## config.mk

```make
export PLATFORM = sky130hd
export DESIGN_NAME = udma_burst_engine
export DESIGN_NICKNAME = d
export VERILOG_FILES = /design/src/rtl/udma_pkg.sv /design/src/rtl/udma_sync.sv /design/src/rtl/udma_fifo.sv /design/src/rtl/udma_burst_engine.sv
export SDC_FILE = /design/constraint.sdc
export NUM_CORES = 1
export LEC_CHECK = 0
export BUFFER_PORTS_ARGS = -buffer_cell sky130_fd_sc_hd__buf_2
export CORE_MARGIN = 2
export CORE_UTILIZATION = 35
export DETAILED_ROUTE_END_ITERATION = 6
export SKIP_CTS_REPAIR_TIMING = 1
export SLEW_MARGIN = 20
export SYNTH_ARGS = -nofsm -noshare
export SYNTH_HDL_FRONTEND = slang
export SYNTH_SLANG_ARGS = --single-unit
```

## constraint.sdc

```tcl
create_clock -name clk -period 3.95 [get_ports clk]
set_input_delay 0.5925 -clock clk [delete_from_list [all_inputs] [get_ports clk]]
set_output_delay 0.5925 -clock clk [all_outputs]
set_load 0.03 [all_outputs]
```

## src/rtl/udma_pkg.sv

```systemverilog
package udma_pkg;

    localparam int WORD_W = 16;

    typedef logic [WORD_W-1:0] word_t;

    typedef enum logic [2:0] {
        ST_IDLE,
        ST_REQUEST,
        ST_ACTIVE_OUT,
        ST_ACTIVE_IN,
        ST_PAUSED,
        ST_TERMINATE
    } burst_state_e;

    // Host control lines after synchronisation, packed for a single synchroniser
    typedef struct packed {
        logic ack_n;
        logic stop;
        logic strobe;
        logic ready_n;
    } host_ctl_t;

    localparam host_ctl_t CTL_RESET = '{ack_n: 1'b1, stop: 1'b0, strobe: 1'b0, ready_n: 1'b1};

    function automatic logic level_reached(input int unsigned level, input int unsigned limit);
        return level >= limit;
    endfunction

endpackage

```

## src/rtl/udma_sync.sv

```systemverilog
module udma_sync #(
    parameter int             W       = 1,
    parameter logic [W-1:0]   RST_VAL = '0
) (
    input  logic         clk,
    input  logic         rst,
    input  logic [W-1:0] d,
    output logic [W-1:0] q
);
    logic [W-1:0] stage1;

    always_ff @(posedge clk) begin
        if (rst) begin
            stage1 <= RST_VAL;
            q      <= RST_VAL;
        end else begin
            stage1 <= d;
            q      <= stage1;
        end
    end
endmodule

```

## src/rtl/udma_fifo.sv

```systemverilog
module udma_fifo #(
    parameter int W     = 16,
    parameter int DEPTH = 8
) (
    input  logic                       clk,
    input  logic                       rst,
    input  logic                       push,
    input  logic [W-1:0]               wdata,
    input  logic                       pop,
    output logic [W-1:0]               rdata,
    output logic [$clog2(DEPTH+1)-1:0] count,
    output logic                       full,
    output logic                       empty
);
    localparam int AW = (DEPTH > 1) ? $clog2(DEPTH) : 1;
    localparam int CW = $clog2(DEPTH+1);
    localparam logic [AW-1:0] LAST = AW'(DEPTH - 1);

    logic [W-1:0]  mem [DEPTH];
    logic [AW-1:0] wr_ptr, rd_ptr;

    assign full  = (count == CW'(DEPTH));
    assign empty = (count == '0);
    assign rdata = mem[rd_ptr];

    always_ff @(posedge clk) begin
        if (push) mem[wr_ptr] <= wdata;
    end

    always_ff @(posedge clk) begin
        if (rst) begin
            wr_ptr <= '0;
            rd_ptr <= '0;
            count  <= '0;
        end else begin
            if (push) wr_ptr <= (wr_ptr == LAST) ? '0 : wr_ptr + 1'b1;
            if (pop)  rd_ptr <= (rd_ptr == LAST) ? '0 : rd_ptr + 1'b1;
            case ({push, pop})
                2'b10:   count <= count + 1'b1;
                2'b01:   count <= count - 1'b1;
                default: count <= count;
            endcase
        end
    end

    AST_NO_OVERFLOW:  assert property (@(posedge clk) disable iff (rst) push |-> !full);
    AST_NO_UNDERFLOW: assert property (@(posedge clk) disable iff (rst) pop |-> !empty);
endmodule

```

## src/rtl/udma_burst_engine.sv

```systemverilog
module udma_burst_engine
    import udma_pkg::*;
#(
    parameter int DEPTH  = 8,
    parameter int MARGIN = 2,
    parameter int CNT_W  = 16
) (
    input  logic              clk,
    input  logic              rst,
    input  logic              want_rx,
    input  logic              want_tx,
    input  logic              rx_pop,
    output logic [WORD_W-1:0] rx_data,
    output logic              rx_avail,
    input  logic              tx_push,
    input  logic [WORD_W-1:0] tx_wdata,
    output logic              tx_full,
    input  logic              host_ack_n,
    input  logic              host_stop,
    input  logic              host_strobe,
    input  logic              host_ready_n,
    input  logic [WORD_W-1:0] bus_in,
    output logic [WORD_W-1:0] bus_out,
    output logic              bus_oe,
    output logic              dev_strobe,
    output logic              dev_req,
    output logic              burst_done,
    output logic [CNT_W-1:0]  burst_words
);
    localparam int CW        = $clog2(DEPTH+1);
    localparam int NEAR_MARK = DEPTH - MARGIN;

    burst_state_e st, st_nxt;
    logic         dir_in, dir_in_nxt;
    host_ctl_t    ctl_raw, ctl_s;
    word_t        bus_s;
    logic         strobe_prev, strobe_edge;
    logic [CNT_W-1:0] words;

    logic          rx_push, rx_full, rx_empty, rx_near;
    logic [CW-1:0] rx_count;
    logic          tx_pop, tx_empty;
    logic [CW-1:0] tx_count;
    word_t         tx_rdata;
    logic          abort, out_go, in_go;

    // Control lines and data pass through equal-depth synchronisers so edge and word line up
    assign ctl_raw = '{ack_n: host_ack_n, stop: host_stop, strobe: host_strobe, ready_n: host_ready_n};

    udma_sync #(.W($bits(host_ctl_t)), .RST_VAL(CTL_RESET)) u_ctl_sync (
        .clk(clk), .rst(rst), .d(ctl_raw), .q(ctl_s)
    );

    udma_sync #(.W(WORD_W), .RST_VAL('0)) u_data_sync (
        .clk(clk), .rst(rst), .d(bus_in), .q(bus_s)
    );

    always_ff @(posedge clk) begin
        if (rst) strobe_prev <= 1'b0;
        else     strobe_prev <= ctl_s.strobe;
    end
    assign strobe_edge = ctl_s.strobe ^ strobe_prev;

    udma_fifo #(.W(WORD_W), .DEPTH(DEPTH)) u_rx_fifo (
        .clk(clk), .rst(rst), .push(rx_push), .wdata(bus_s), .pop(rx_pop),
        .rdata(rx_data), .count(rx_count), .full(rx_full), .empty(rx_empty)
    );

    udma_fifo #(.W(WORD_W), .DEPTH(DEPTH)) u_tx_fifo (
        .clk(clk), .rst(rst), .push(tx_push), .wdata(tx_wdata), .pop(tx_pop),
        .rdata(tx_rdata), .count(tx_count), .full(tx_full), .empty(tx_empty)
    );

    assign rx_avail = !rx_empty;
    assign rx_near  = level_reached(32'(rx_count), NEAR_MARK);
    assign abort    = ctl_s.stop || ctl_s.ack_n;
    assign out_go   = want_rx && !rx_full;
    assign in_go    = want_tx && !tx_empty;

    always_comb begin
        st_nxt     = st;
        dir_in_nxt = dir_in;
        case (st)
            ST_IDLE: begin
                if (out_go) begin
                    st_nxt     = ST_REQUEST;
                    dir_in_nxt = 1'b0;
                end else if (in_go) begin
                    st_nxt     = ST_REQUEST;
                    dir_in_nxt = 1'b1;
                end
            end
            ST_REQUEST: begin
                if (dir_in ? !in_go : !out_go)       st_nxt = ST_IDLE;
                else if (!ctl_s.ack_n && !ctl_s.stop) st_nxt = dir_in ? ST_ACTIVE_IN : ST_ACTIVE_OUT;
            end
            ST_ACTIVE_OUT: begin
                if (abort)        st_nxt = ST_TERMINATE;
                else if (rx_near) st_nxt = ST_PAUSED;
            end
            ST_ACTIVE_IN: begin
                if (abort)              st_nxt = ST_TERMINATE;
                else if (ctl_s.ready_n) st_nxt = ST_PAUSED;
                else if (tx_empty)      st_nxt = ST_TERMINATE;
            end
            ST_PAUSED: begin
                if (abort)                                  st_nxt = ST_TERMINATE;
                else if (dir_in && !ctl_s.ready_n)          st_nxt = ST_ACTIVE_IN;
                else if (!dir_in && !rx_near)               st_nxt = ST_ACTIVE_OUT;
            end
            ST_TERMINATE: st_nxt = ST_IDLE;
            default:      st_nxt = ST_IDLE;
        endcase
    end

    assign rx_push = (st == ST_ACTIVE_OUT || (st == ST_PAUSED && !dir_in)) && strobe_edge && !rx_full;
    assign tx_pop  = (st == ST_ACTIVE_IN) && !abort && !ctl_s.ready_n && !tx_empty;

    always_ff @(posedge clk) begin
        if (rst) begin
            st         <= ST_IDLE;
            dir_in     <= 1'b0;
            words      <= '0;
            bus_out    <= '0;
            dev_strobe <= 1'b0;
        end else begin
            st     <= st_nxt;
            dir_in <= dir_in_nxt;
            if (st == ST_REQUEST)         words <= '0;
            else if (rx_push || tx_pop)   words <= words + 1'b1;
            if (tx_pop) begin
                bus_out    <= tx_rdata;
                dev_strobe <= ~dev_strobe;
            end
        end
    end

    assign dev_req     = (st == ST_REQUEST) || (st == ST_ACTIVE_OUT) || (st == ST_ACTIVE_IN)
                       || (st == ST_PAUSED && dir_in);
    assign bus_oe      = (st == ST_ACTIVE_IN) || (st == ST_PAUSED && dir_in);
    assign burst_done  = (st == ST_TERMINATE);
    assign burst_words = words;

    AST_DONE_SINGLE:     assert property (@(posedge clk) disable iff (rst) burst_done |=> !burst_done);
    AST_DONE_REQ_LOW:    assert property (@(posedge clk) disable iff (rst) burst_done |-> !dev_req);
    AST_NEAR_FULL_PAUSE: assert property (@(posedge clk) disable iff (rst)
                             (st == ST_ACTIVE_OUT && rx_near) |=> !dev_req);
    AST_STROBE_WITH_OE:  assert property (@(posedge clk) disable iff (rst)
                             (dev_strobe != $past(dev_strobe)) |-> bus_oe);
    AST_NO_START_STOP:   assert property (@(posedge clk) disable iff (rst)
                             (st == ST_REQUEST && ctl_s.stop) |=> (st == ST_REQUEST || st == ST_IDLE));
endmodule

```

=== Word level (Yosys, flattened, before mapping) ===
Memory sizes are Yosys's and may differ from the RTL's. A register that Yosys moved wholly into a read port is not among the register bits.
Index checks and enable logic that the tools add are counted.

* Register bits: 82
* Memories: 2
* Output and inout port bits: 54
* Input bits: 42
* RAM bits: 256
* Word-level logic and storage cells: 117

* Equal/unequal tests: 20
* Reductions and logical operators: 39
* $add $sub $neg: 9
* $lt $le $gt $ge: 1
* Muxes and demuxes: 29
* Bitwise gates (word level): 2

{| class="wikitable"
|+ Memories
! name !! words !! bits a word !! rd ports !! clocked after memory_dff !! write ports !! RTL line !! text
|-
| u_rx_fifo.mem || 8 || 16 || 1 || 1 || 1 || udma_fifo.sv:19 || <nowiki>logic [W-1:0] mem [DEPTH];</nowiki>
|-
| u_tx_fifo.mem || 8 || 16 || 1 || 1 || 1 || udma_fifo.sv:19 ||
|}

{| class="wikitable"
|+ Operators by type and width
! cell !! number
|-
| $mux W3 || 18
|-
| $eq A3 B3 Y1 const B || 6
|-
| $add A16 B1 Y16 const B || 1
|-
| $pmux W4 S2 || 2
|-
| $pmux W3 S5 || 1
|-
| $add A3 B1 Y3 const B || 4
|-
| $logic_and A1 B1 Y1 || 12
|-
| $logic_not A1 Y1 || 11
|-
| $ne A3 B3 Y1 const B || 3
|-
| $add A4 B1 Y4 const B || 2
|-
| $eq A4 B4 Y1 const B || 2
|-
| $logic_not A4 Y1 || 2
|-
| $mux W1 || 8
|-
| $sub A4 B1 Y4 const B || 2
|-
| $logic_or A1 B1 Y1 || 7
|-
| $eq A3 B2 Y1 const B || 2
|-
| $reduce_bool A2 Y1 || 3
|-
| $reduce_and A5 Y1 || 1
|-
| $eq A2 B1 Y1 const B || 2
|-
| $eq A2 B2 Y1 const B || 2
|-
| $ge A4 B3 Y1 const B || 1
|-
| $ne A4 B3 Y1 const B || 1
|-
| $ne A4 B4 Y1 const B || 1
|-
| $eq A3 B1 Y1 const B || 1
|-
| 5 further kinds || 5
|}

=== Depth between registers and ports, before layout ===
Gate-level depths: netlist of the first run.

* Word-level depth: 7
* Gate-level depth with buffers: 13
* Gate-level depth less buffers: 10

=== Cells and area by module ===
A second synthesis of the first run with hierarchy kept.

* Cells, all modules: 822
* Area total of the unflattened synthesis: 14,058.5 µm²

{| class="wikitable"
|+ By module, submodules not included
! module !! times used !! cells an instance !! area an instance (µm²) !! seq. area each (µm²)
|-
| udma_fifo at u_tx_fifo || 1 || 260 || 5,570.3 || 4,103.9
|-
| udma_fifo at u_rx_fifo || 1 || 258 || 5,567.8 || 4,103.9
|-
| udma_burst_engine || 1 || 221 || 1,846.8 || 760.7
|-
| udma_sync at u_data_sync || 1 || 67 || 863.3 || 640.6
|-
| udma_sync at u_ctl_sync || 1 || 16 || 210.2 || 160.2
|}

=== Worst setup path after synthesis of the first run ===
Ideal clock, no wire load.

* Path type: register to register
* Start: reg u_rx_fifo.count[1]
* End: mem u_rx_fifo.mem[1][0], enable pin
* Data required time: 3,541 ps
* Library setup time: 409 ps
* Setup slack: 951 ps
* Period minus slack after synthesis: 2,999 ps
* Data arrival time: 2,590 ps
* Path buffers: 2
* Cell stages (with the launch flop): 7
* Cell sequence: dfxtp_1 > buf_2 > or4b_1 > o2111ai_1 > clkbuf_1 > or2_2 > nor3_1

* Word-level cells in the longest chain between the ends: 5

{| class="wikitable"
|+ Ends and longest elaborated chain
! item !! RTL line !! text
|-
| start: declaration || udma_fifo.sv:11 || <nowiki>output logic [$clog2(DEPTH+1)-1:0] count,</nowiki>
|-
| start signal: assignment || udma_fifo.sv:39 || <nowiki>2'b10: count <= count + 1'b1;</nowiki>
|-
| start signal: assignment || udma_fifo.sv:40 || <nowiki>2'b01: count <= count - 1'b1;</nowiki>
|-
| start signal: assignment || udma_fifo.sv:41 || <nowiki>default: count <= count;</nowiki>
|-
| $eq A4 B4 Y1 || udma_fifo.sv:22 || <nowiki>assign full = (count == CW'(DEPTH));</nowiki>
|-
| $logic_not A1 Y1 || udma_burst_engine.sv:116 || <nowiki>assign rx_push = (st == ST_ACTIVE_OUT || (st == ST_PAUSED && !dir_in)) && strobe_edge && !rx_full;</nowiki>
|-
| $logic_and A1 B1 Y1 || udma_burst_engine.sv:116 ||
|-
| $mux W1 || udma_fifo.sv:27 || <nowiki>if (push) mem[wr_ptr] <= wdata;</nowiki>
|-
| $mux W1 (implied by the code) || udma_fifo.sv:27 ||
|-
| end: declaration || udma_fifo.sv:19 ||
|}

Every way passes these cells.

==> impl_results.md, run 1 <==
- Period utilisation layout: 0.749
- Chip Width: 201 microns
- Core area: about 38000 sq um
- Routability cong.: between 0.7 and 0.8
- Setup ws final: slightly below 1 ns
- Slew margin rel.: 0.393
- H-tree depth: 2
- P per Cell Area: about 520 nW/um^2
- Post-route ant nets: 0
- Most common cell after layout, fill and taps aside: edfxtp_1
- Site Rows: between 70 and 80
- DIE AREA: around 40000 sq um
- Ys flop type: edfxtp_1
- Outcome: finished clean
- Worst-Margin Slew: slightly above 0.9 ns
- Fin Hold WS: between 0.2 and 0.3 ns
- Critical path data arrival time: roughly 2.4 ns
- Setup_tns: 0 ns
- Max incr delay on CP: approximately 0.53 ns
- # setup viols final: 0
- Ys async rst share: 0
- Buffers on Ports: 95
- Final Hold Violating Endpoints: 0
- Worst vdd ir: 0.395 mV
- Max Root-Sink Buffers: 3
- Clk root buf: clkbuf_16
- Yosys warns: 0
- Area Overhead vs Synth: 18.7%
- Mapped cell area: between 10000 and 15000 sq um
- Startpoint types: flip-flop
- Final Total Pwr: 0.00834 W
- Worst slack, placed: between 1 and 1.5 ns
- CTS tree: yes
- Fillers: between 3000 and 4000
- Net Count, Synth: 866
- Post-synth EDFFs: roughly 260
- Clock Sinks: about 360
- I/O pins: 96
- Hold path start: host_ack_n
- DR vias/cell: a little under 5
- Max-cap viol count: 0
- Slowest cell on crit path: mux4_2
- Worst min path class: in -> reg
- Hold path endpoint: u_ctl_sync.stage1[3]
- Final nets: ~990
- Achievable frequency: between 0.3 and 0.4 GHz
- All-Layer GR Usage: 0.133
- Clock-pin slew on the worst setup and hold paths: 0.06 ns
- Hold Path Cell Cnt: 2
- Post-Synthesis Cells: around 810
- Reg2Reg Depth: 10
- Pin count of the biggest net entering global routing: 63
- Post-synth cell types: 50
- Initial antenna violation count: 5
- Mean post-synth cell area: around 17 sq um
- Synthesized flop and latch total: ~360
- Post-layout minimum cycle time: 2.96 ns
- Reg2reg end: u_rx_fifo.count[2]
- Remaining global-route overflow: 0
- Post-synthesis sequential area ratio: 0.714
- RSZ-0062 raised after global routing: false
- Initial DRC count: 290
- Die Ht: just over 200 microns
- Slew Viols, Final: 0
- CP cell instances: buf_4 > mux4_2 > mux2_2 > buf_2
- First-pass GRT wire length: around 41000 microns
- Routed WL: roughly 27000 microns
- Initial Util: 0.353
- CTS buffer count: 38
- Layout Skew: around 0.014 ns
- Drt pass-1 iters: 4
- Worst path required time: 3.36 ns
- DP HPWL: between 15000 and 20000 microns
- Lkg Pwr: 5.49 nW
- Final core utilization: 0.419
- Critical Path Fanout Max: 14
- Routed length per instance: 18.2 microns
- Vias: between 7000 and 8000
- CP Class: reg -> out
- Most frequent cells in the layout: edfxtp_1 (256), dfxtp_1 (99), buf_2 (94), mux4_2 (64), nor2_1 (59)
- Worst Setup End Kind: output pin
- Setup slack, reg-to-reg: 1.24 ns
- FF-to-FF Start: u_rx_fifo.count[1]
- Fraction of final layout cells sized beyond drive strength 1: 0.290
- Vias in the first global route: around 7200
- Worst-Skew Late Latency: about 0.53 ns
- Drt drc: 0
[registers in the layout, indices dropped and copies added (netlist names), named ones only]
| name | flops |
|---|---|
| u_rx_fifo.mem | 128 |
| u_tx_fifo.mem | 128 |
| burst_words | 16 |
| bus_out | 16 |
| u_data_sync.q | 16 |
| u_data_sync.stage1 | 16 |
| u_ctl_sync.q | 4 |
| u_ctl_sync.stage1 | 4 |
| u_rx_fifo.count | 4 |
| u_tx_fifo.count | 4 |
| st | 3 |
| u_rx_fifo.rd_ptr | 3 |
| u_rx_fifo.wr_ptr | 3 |
| u_tx_fifo.rd_ptr | 3 |
| u_tx_fifo.wr_ptr | 3 |
| dev_strobe | 1 |
| dir_in | 1 |
| strobe_prev | 1 |
[where the power goes]
group          switching (W)  internal, W
combinational       0.000280     0.000197
sequential         0.0000670      0.00408
clock                0.00141      0.00231
total                0.00176      0.00658
[per-layer routing]
layer	GRT usage	vias up	part of all wire
li1	-	3365	-
met1	0.171	3561	0.44
met2	0.226	131	0.50
met3	0.0293	46	0.041
met4	0.0360	4	0.018
met5	0	-	0.00085
[Yosys cell counts (3+ instances only)]
cell type	count	area share
edfxtp_1	256	0.57
dfxtp_1	101	0.15
mux4_2	64	0.11
nor2_1	59	0.016
nor2b_1	42	0.019
a21oi_1	27	0.0099
mux2i_1	25	0.018
clkbuf_1	22	0.0061
nand2_1	22	0.0061
a211oi_1	18	0.0099
mux2_2	17	0.014
ha_1	15	0.014
o21ai_0	13	0.0048
buf_1	12	0.0033
nand2b_1	10	0.0046
xnor2_1	10	0.0064
nand3_1	9	0.0033
nor3_1	9	0.0033
or3_1	9	0.0041
inv_1	8	0.0022
xor2_1	8	0.0052
or2_2	7	0.0032
buf_2	6	0.0022
nor3b_1	4	0.0022
o21a_1	3	0.0017
or4_1	3	0.0017
[cells by family (layout without fill, tap and decap cells)]
kind of cell             count (synthesis)  in the layout  share of synthesized area
AND/OR/NAND/NOR                        190            190                     0.0734
flip-flops                             357            357                      0.714
adder cells (fa/ha/maj)                 15             15                     0.0138
other                                    0              1                          0
buffers and inverters                   49            201                     0.0141
XOR/XNOR                                18             18                     0.0116
AO/OA/AOI/OAI                           74             74                     0.0345
multiplexers                           106            106                      0.138
[per-stage QoR]
stage,cells,instance area [sq um]
finish,1480,16100
CTS,1479,16100
floorplan,809,13600
global route,1479,16100
global placement,1409,14800
detailed placement,1409,14800
[worst max-delay path: cells and delay by family (launching register included)]
family | cells | cell delay, ns
buffers and inverters | 2 | 0.53
flip-flops | 1 | 0.48
multiplexers | 2 | 0.82
[area by class of cell]
type	instances	area [sq um]	area share
diodes	1	2.50	0.000155
clock buffers	50	1110	0.0688
clock inverters	20	228	0.0141
inverters	9	33.8	0.00209
multi-input cells	403	3720	0.231
flip-flops and latches	357	9710	0.602
well taps	518	648	0.0402
repair buffers	122	681	0.0422
[worst max-delay path by stage]
stage                                  start  cells after the start                  end
after floorplan           u_rx_fifo.count[1]                      6  u_rx_fifo.mem[1][0]
after global placement    u_rx_fifo.count[1]                     10   u_rx_fifo.count[2]
after detailed placement  u_rx_fifo.count[1]                     10   u_rx_fifo.count[2]
after CTS                          flip-flop                      4           rx_data[1]
after global routing               flip-flop                      4           rx_data[8]
final                              flip-flop                      4           rx_data[7]
(Power assumes the default switching activity.)
==> run 2, diff against run 1 <==
clock period = 2.8 ns   (was 3.95 ns; I/O delays follow)
==> run 2 against run 1 <==
  * Sequential power is 40% higher
  * Count of clock-buffer cells in the layout did not move
  * First-iteration DRC count increased by 31%
  * Power up 39%
  * Clock power grew 35%
  * Combinational power rose by 52%
  * Via count rose by 0.20%
  * Critical path depth unchanged
  * Flip-flop and latch count stayed put
  * Final area about the same
  * Global-route usage up 0.27 points
  * Largest cell class unchanged
==> impl_results.md, run 2 (synthesized netlist as in run 1, its figures left out) <==
- Clock Sinks: between 300 and 400
- Worst min path class: in -> reg
- Outcome: finished clean
- Chip Width: roughly 200 microns
- Initial antenna violation count: 4
- Achievable frequency: between 0.3 and 0.4 GHz
- Setup_tns: 0 ns
- Clk root buf: clkbuf_16
- Clock-pin slew on the worst setup and hold paths: approximately 0.06 ns
- Die Ht: just over 200 microns
- Drt pass-1 iters: 4
- Worst path required time: between 2 and 2.5 ns
- Initial Util: 0.353
- Post-layout minimum cycle time: roughly 2.6 ns
- RSZ-0062 raised after global routing: false
- Most common cell after layout, fill and taps aside: edfxtp_1
- Setup ws final: roughly 0.21 ns
- Remaining global-route overflow: 0
- DP Cell Count: roughly 1400
- Top Registers: u_rx_fifo.mem x128, u_tx_fifo.mem x128
- I/O pins: 96
- Critical Path Fanout Max: 32
- First-pass GRT wire length: 42200 microns
- Worst Setup End Kind: output pin
- Fraction of final layout cells sized beyond drive strength 1: 0.289
- Slowest cell on crit path: mux4_2
- Lkg Pwr: between 5 and 6 nW
- Drt drc: 0
- Routed length per instance: 18.1 microns
- CTS buffer count: 38
- Critical path data arrival time: about 2.2 ns
- Cell Count, Final, Fillers Out: ~1500
- CP cell instances: buf_12 > mux4_2 > mux2_2 > buf_2
- Vias in the first global route: between 7000 and 8000
- Slew Viols, Final: 0
- H-tree depth: 2
- Site Rows: a little over 70
- CP Class: reg -> out
- Final core utilization: 0.419
- Initial DRC count: about 380
- Vias: just over 7000
- Startpoint types: flip-flop
- Final nets: 993
- P per Cell Area: a little over 700 nW/um^2
- Max incr delay on CP: between 0.5 and 0.6 ns
- Pin count of the biggest net entering global routing: 36
- Max Root-Sink Buffers: 3
- Max-cap viol count: 0
- CTS tree: yes
- Slew margin rel.: 0.588
- Layout Skew: approximately 0.018 ns
- Worst vdd ir: 0.525 mV
- Most frequent cells in the layout: edfxtp_1 (256), dfxtp_1 (99), buf_2 (94), mux4_2 (64), nor2_1 (59)
- Core area: a little under 40000 sq um
- Worst-Margin Slew: 0.617 ns
- Routability cong.: ~0.75
- All-Layer GR Usage: 0.135
- Period utilisation layout: 0.926
- # setup viols final: 0
- Worst-Skew Late Latency: ~0.53 ns
- DP HPWL: 15800 microns
- Post-route ant nets: 0
- DR vias/cell: 4.80
- Routed WL: between 20000 and 30000 microns
- Buffers on Ports: 95
- DIE AREA: between 40000 and 50000 sq um
- Area Overhead vs Synth: 18.6%
- Worst slack, placed: ~0.29 ns
- Final Hold Violating Endpoints: 0
[run 2: cell type report]
cell class | count | area (sq um)
clock buffer | 50 | 1090
multi-input combinational | 403 | 3720
inverter | 9 | 33.8
sequential | 357 | 9710
antenna | 1 | 2.50
clock inverter | 20 | 173
fill | 3498 | 22300
timing repair buffer | 127 | 743
tap | 518 | 648
[run 2: layer usage]
metal | vias to the layer above | track usage | wire, microns
li1 | 3368 | - | -
met1 | 3561 | 0.174 | 11800
met2 | 136 | 0.226 | 13100
met3 | 50 | 0.0348 | 1380
met4 | 6 | 0.0402 | 563
met5 | - | 0 | 38
[run 2: path summary, 6_finish.rpt]
path                                           start                   end  slack, ns  depth (start not counted)
worst min-delay path                      host_ack_n  u_ctl_sync.stage1[3]       0.07                          2
worst max register to register       u_ctl_sync.q[3]       burst_words[13]       0.27                          6
worst min register to register  u_ctl_sync.stage1[3]       u_ctl_sync.q[3]       0.42                          1
worst max-delay path                       flip-flop            rx_data[4]       0.21                          4
[run 2: metrics by stage]
stage	cell area, sq um	total power, W	hold slack, ns
2_1_floorplan	13600	0.00642	0.389
6_report	16100	0.0116	0.0682
5_1_grt	16100	0.0120	0.0595
3_3_place_gp	14900	0.00666	0.415
4_1_cts	16100	0.0117	0.0412
3_5_place_dp	14900	0.00667	0.408
[run 2: worst max-delay path, delay by kind of cell, from the launching register on]
kind                   cells  cell delay [ns]
muxes                      2             0.84
DFF                        1             0.34
buffers and inverters      2             0.44
[run 2: power by group]
group | internal (W) | switching, W | total [W]
Combinational | 0.000298 | 0.000425 | 0.000723
Sequential | 0.00575 | 0.0000670 | 0.00582
Clock | 0.00302 | 0.00202 | 0.00504
==> run 3, diff against run 2 <==
PLACE_DENSITY = 0.47   (was default)
==> run 3 against run 2 <==
  * Clock skew shrank 0.0087 ns
  * Routed wire length grew 8.2%
  * Flip-flop and latch count is the same
  * Die area is the same
  * Worst hold slack lost 0.012 ns
  * Power grew 0.58%
  * First-iteration DRC count shrank 5.0%
  * Worst setup slack lost 0.041 ns
  * Critical path type unchanged
  * Critical endpoint is now rx_data[5]
  * Largest power group unchanged
==> impl_results.md, run 3 (synthesized netlist as in run 1, its figures left out) <==
- Outcome: finished clean
- Remaining global-route overflow: 0
- Worst-Margin Slew: 0.500 ns
- Clock Sinks: around 360
- Critical path data arrival time: roughly 2.2 ns
- Chip Width: between 200 and 250 microns
- Reg2Reg Depth: 10
- Worst path required time: ~2.4 ns
- Ant diodes: 0
- Final nets: between 1000 and 1500
- Achievable frequency: between 0.3 and 0.4 GHz
- Post-layout minimum cycle time: roughly 2.6 ns
- Slew margin rel.: 0.658
- Initial antenna violation count: 2
- Clock-pin slew on the worst setup and hold paths: 0.06 ns
- CTS buffer count: 40
- Max Root-Sink Buffers: 3
- Buffers on Ports: 95
- Seq pwr share: 0.500
- CP Class: reg -> out
- Routability cong.: roughly 0.74
- Most frequent cells in the layout: edfxtp_1 (256), dfxtp_1 (99), buf_2 (94), mux4_2 (64), nor2_1 (59)
- Startpoint types: flip-flop
- Clk root buf: clkbuf_16
- Vias in the first global route: around 7500
- Logic pwr share: 0.063
- Worst-Skew Late Latency: ~0.55 ns
- Final Hold Violating Endpoints: 0
- Setup_tns: 0 ns
- # setup viols final: 0
- CTS tree: yes
- Drt drc: 0
- Routed WL: just under 30000 microns
- Fraction of final layout cells sized beyond drive strength 1: 0.296
- Sw Ratio: 0.220
- Pin count of the biggest net entering global routing: 46
- Clock power frac: 0.437
- Vias: 7100
- Lkg Pwr: 5.54 nW
- H-tree depth: 2
- Area Overhead vs Synth: 19.3%
- All-Layer GR Usage: 0.148
- RSZ-0062 raised after global routing: false
- FF-to-FF Start: u_ctl_sync.q[3]
- Initial Util: 0.353
- Routed length per instance: about 19 microns
- DR vias/cell: about 4.8
- Drt pass-1 iters: 4
- I/O pins: between 90 and 100
- Max-cap viol count: 0
- Worst vdd ir: 0.445 mV
- Site Rows: 72
- Worst Setup End Kind: output pin
- Top Registers: u_rx_fifo.mem x128, u_tx_fifo.mem x128
- First-pass GRT wire length: roughly 45000 microns
- Psw: ~0.0026 W
- Core area: about 38000 sq um
- DIE AREA: just over 40000 sq um
- Reg2reg end: u_tx_fifo.count[2]
- Die Ht: 201 microns
- P_int: approximately 0.009 W
- Slew Viols, Final: 0
- P per Cell Area: between 700 and 800 nW/um^2
- Most common cell after layout, fill and taps aside: edfxtp_1
- Layout Skew: between 0.009 and 0.01 ns
- Critical Path Fanout Max: 32
- Period utilisation layout: 0.941
- Setup slack, reg-to-reg: around 0.27 ns
- Setup ws final: around 0.17 ns
- Post-route ant nets: 0
- End of the critical path: rx_data[5]
- Worst min path class: in -> reg
- Initial DRC count: 362
- Worst slack, placed: 0.304 ns
- DP HPWL: 17100 microns
==> run 3: cell count changes in the layout (fill, tap and decap cells not counted), sizes merged <==
cell | previous run | this run
clkbuf | 50 | 64
diode | 1 | 0
clkinvlp | 3 | 1
buf | 127 | 133
bufinv | 3 | 0
inv | 9 | 10
clkinv | 14 | 8
==> run 3: power groups by stage <==
stage          Combinational, W  Clock [W]  Sequential, W
2_1_floorplan          0.000500          0        0.00592
3_3_place_gp           0.000747          0        0.00593
3_5_place_dp           0.000747          0        0.00593
4_1_cts                0.000750    0.00526        0.00582
5_1_grt                0.000813    0.00547        0.00583
6_report               0.000733    0.00509        0.00582
==> run 3: layout make-up <==
| type | instances | area (sq um) |
|---|---|---|
| Clock buffer | 64 | 1230 |
| Clock inverter | 10 | 57.6 |
| Fill cell | 3529 | 22200 |
| Inverter | 9 | 33.8 |
| Multi-Input combinational cell | 403 | 3720 |
| Sequential cell | 357 | 9710 |
| Tap cell | 518 | 648 |
| Timing Repair Buffer | 133 | 813 |
==> run 3: critical path: stages (launching register included) <==
cell     delay [ns]
dfxtp_2        0.33
buf_12         0.25
mux4_2         0.55
mux2_2         0.30
buf_2          0.19
==> run 3: worst min path at each step <==
stage | startpoint | to | slack, ns | cells after the start
global placement | u_ctl_sync.stage1[0] | u_ctl_sync.q[0] | 0.40 | 1
floorplan | u_ctl_sync.stage1[0] | u_ctl_sync.q[0] | 0.39 | 1
detailed placement | u_ctl_sync.stage1[0] | u_ctl_sync.q[0] | 0.40 | 1
finish | host_ack_n | u_ctl_sync.stage1[3] | 0.06 | 2
CTS | host_ack_n | u_ctl_sync.stage1[3] | 0.02 | 2
global route | host_ack_n | u_ctl_sync.stage1[3] | 0.05 | 2
==> run 3: layer usage <==
metal / vias to the layer above / GRT usage / share of wire
li1: 3378 / - / -
met1: 3552 / 0.184 / 0.43
met2: 116 / 0.247 / 0.49
met3: 50 / 0.0385 / 0.050
met4: 4 / 0.0590 / 0.027
met5: - / 0 / 0.00072
==> run 3: metrics by stage <==
step | total power (W) | util | hold WS [ns] | area, sq um | instances
finish | 0.0116 | 0.422 | 0.0561 | 16200 | 1494
global route | 0.0121 | 0.422 | 0.0452 | 16200 | 1494
CTS | 0.0118 | 0.422 | 0.0207 | 16200 | 1494
detailed placement | 0.00668 | 0.388 | 0.398 | 14900 | 1420
global placement | 0.00668 | 0.388 | 0.400 | 14900 | 1420
floorplan | 0.00642 | - | 0.389 | 13600 | 809
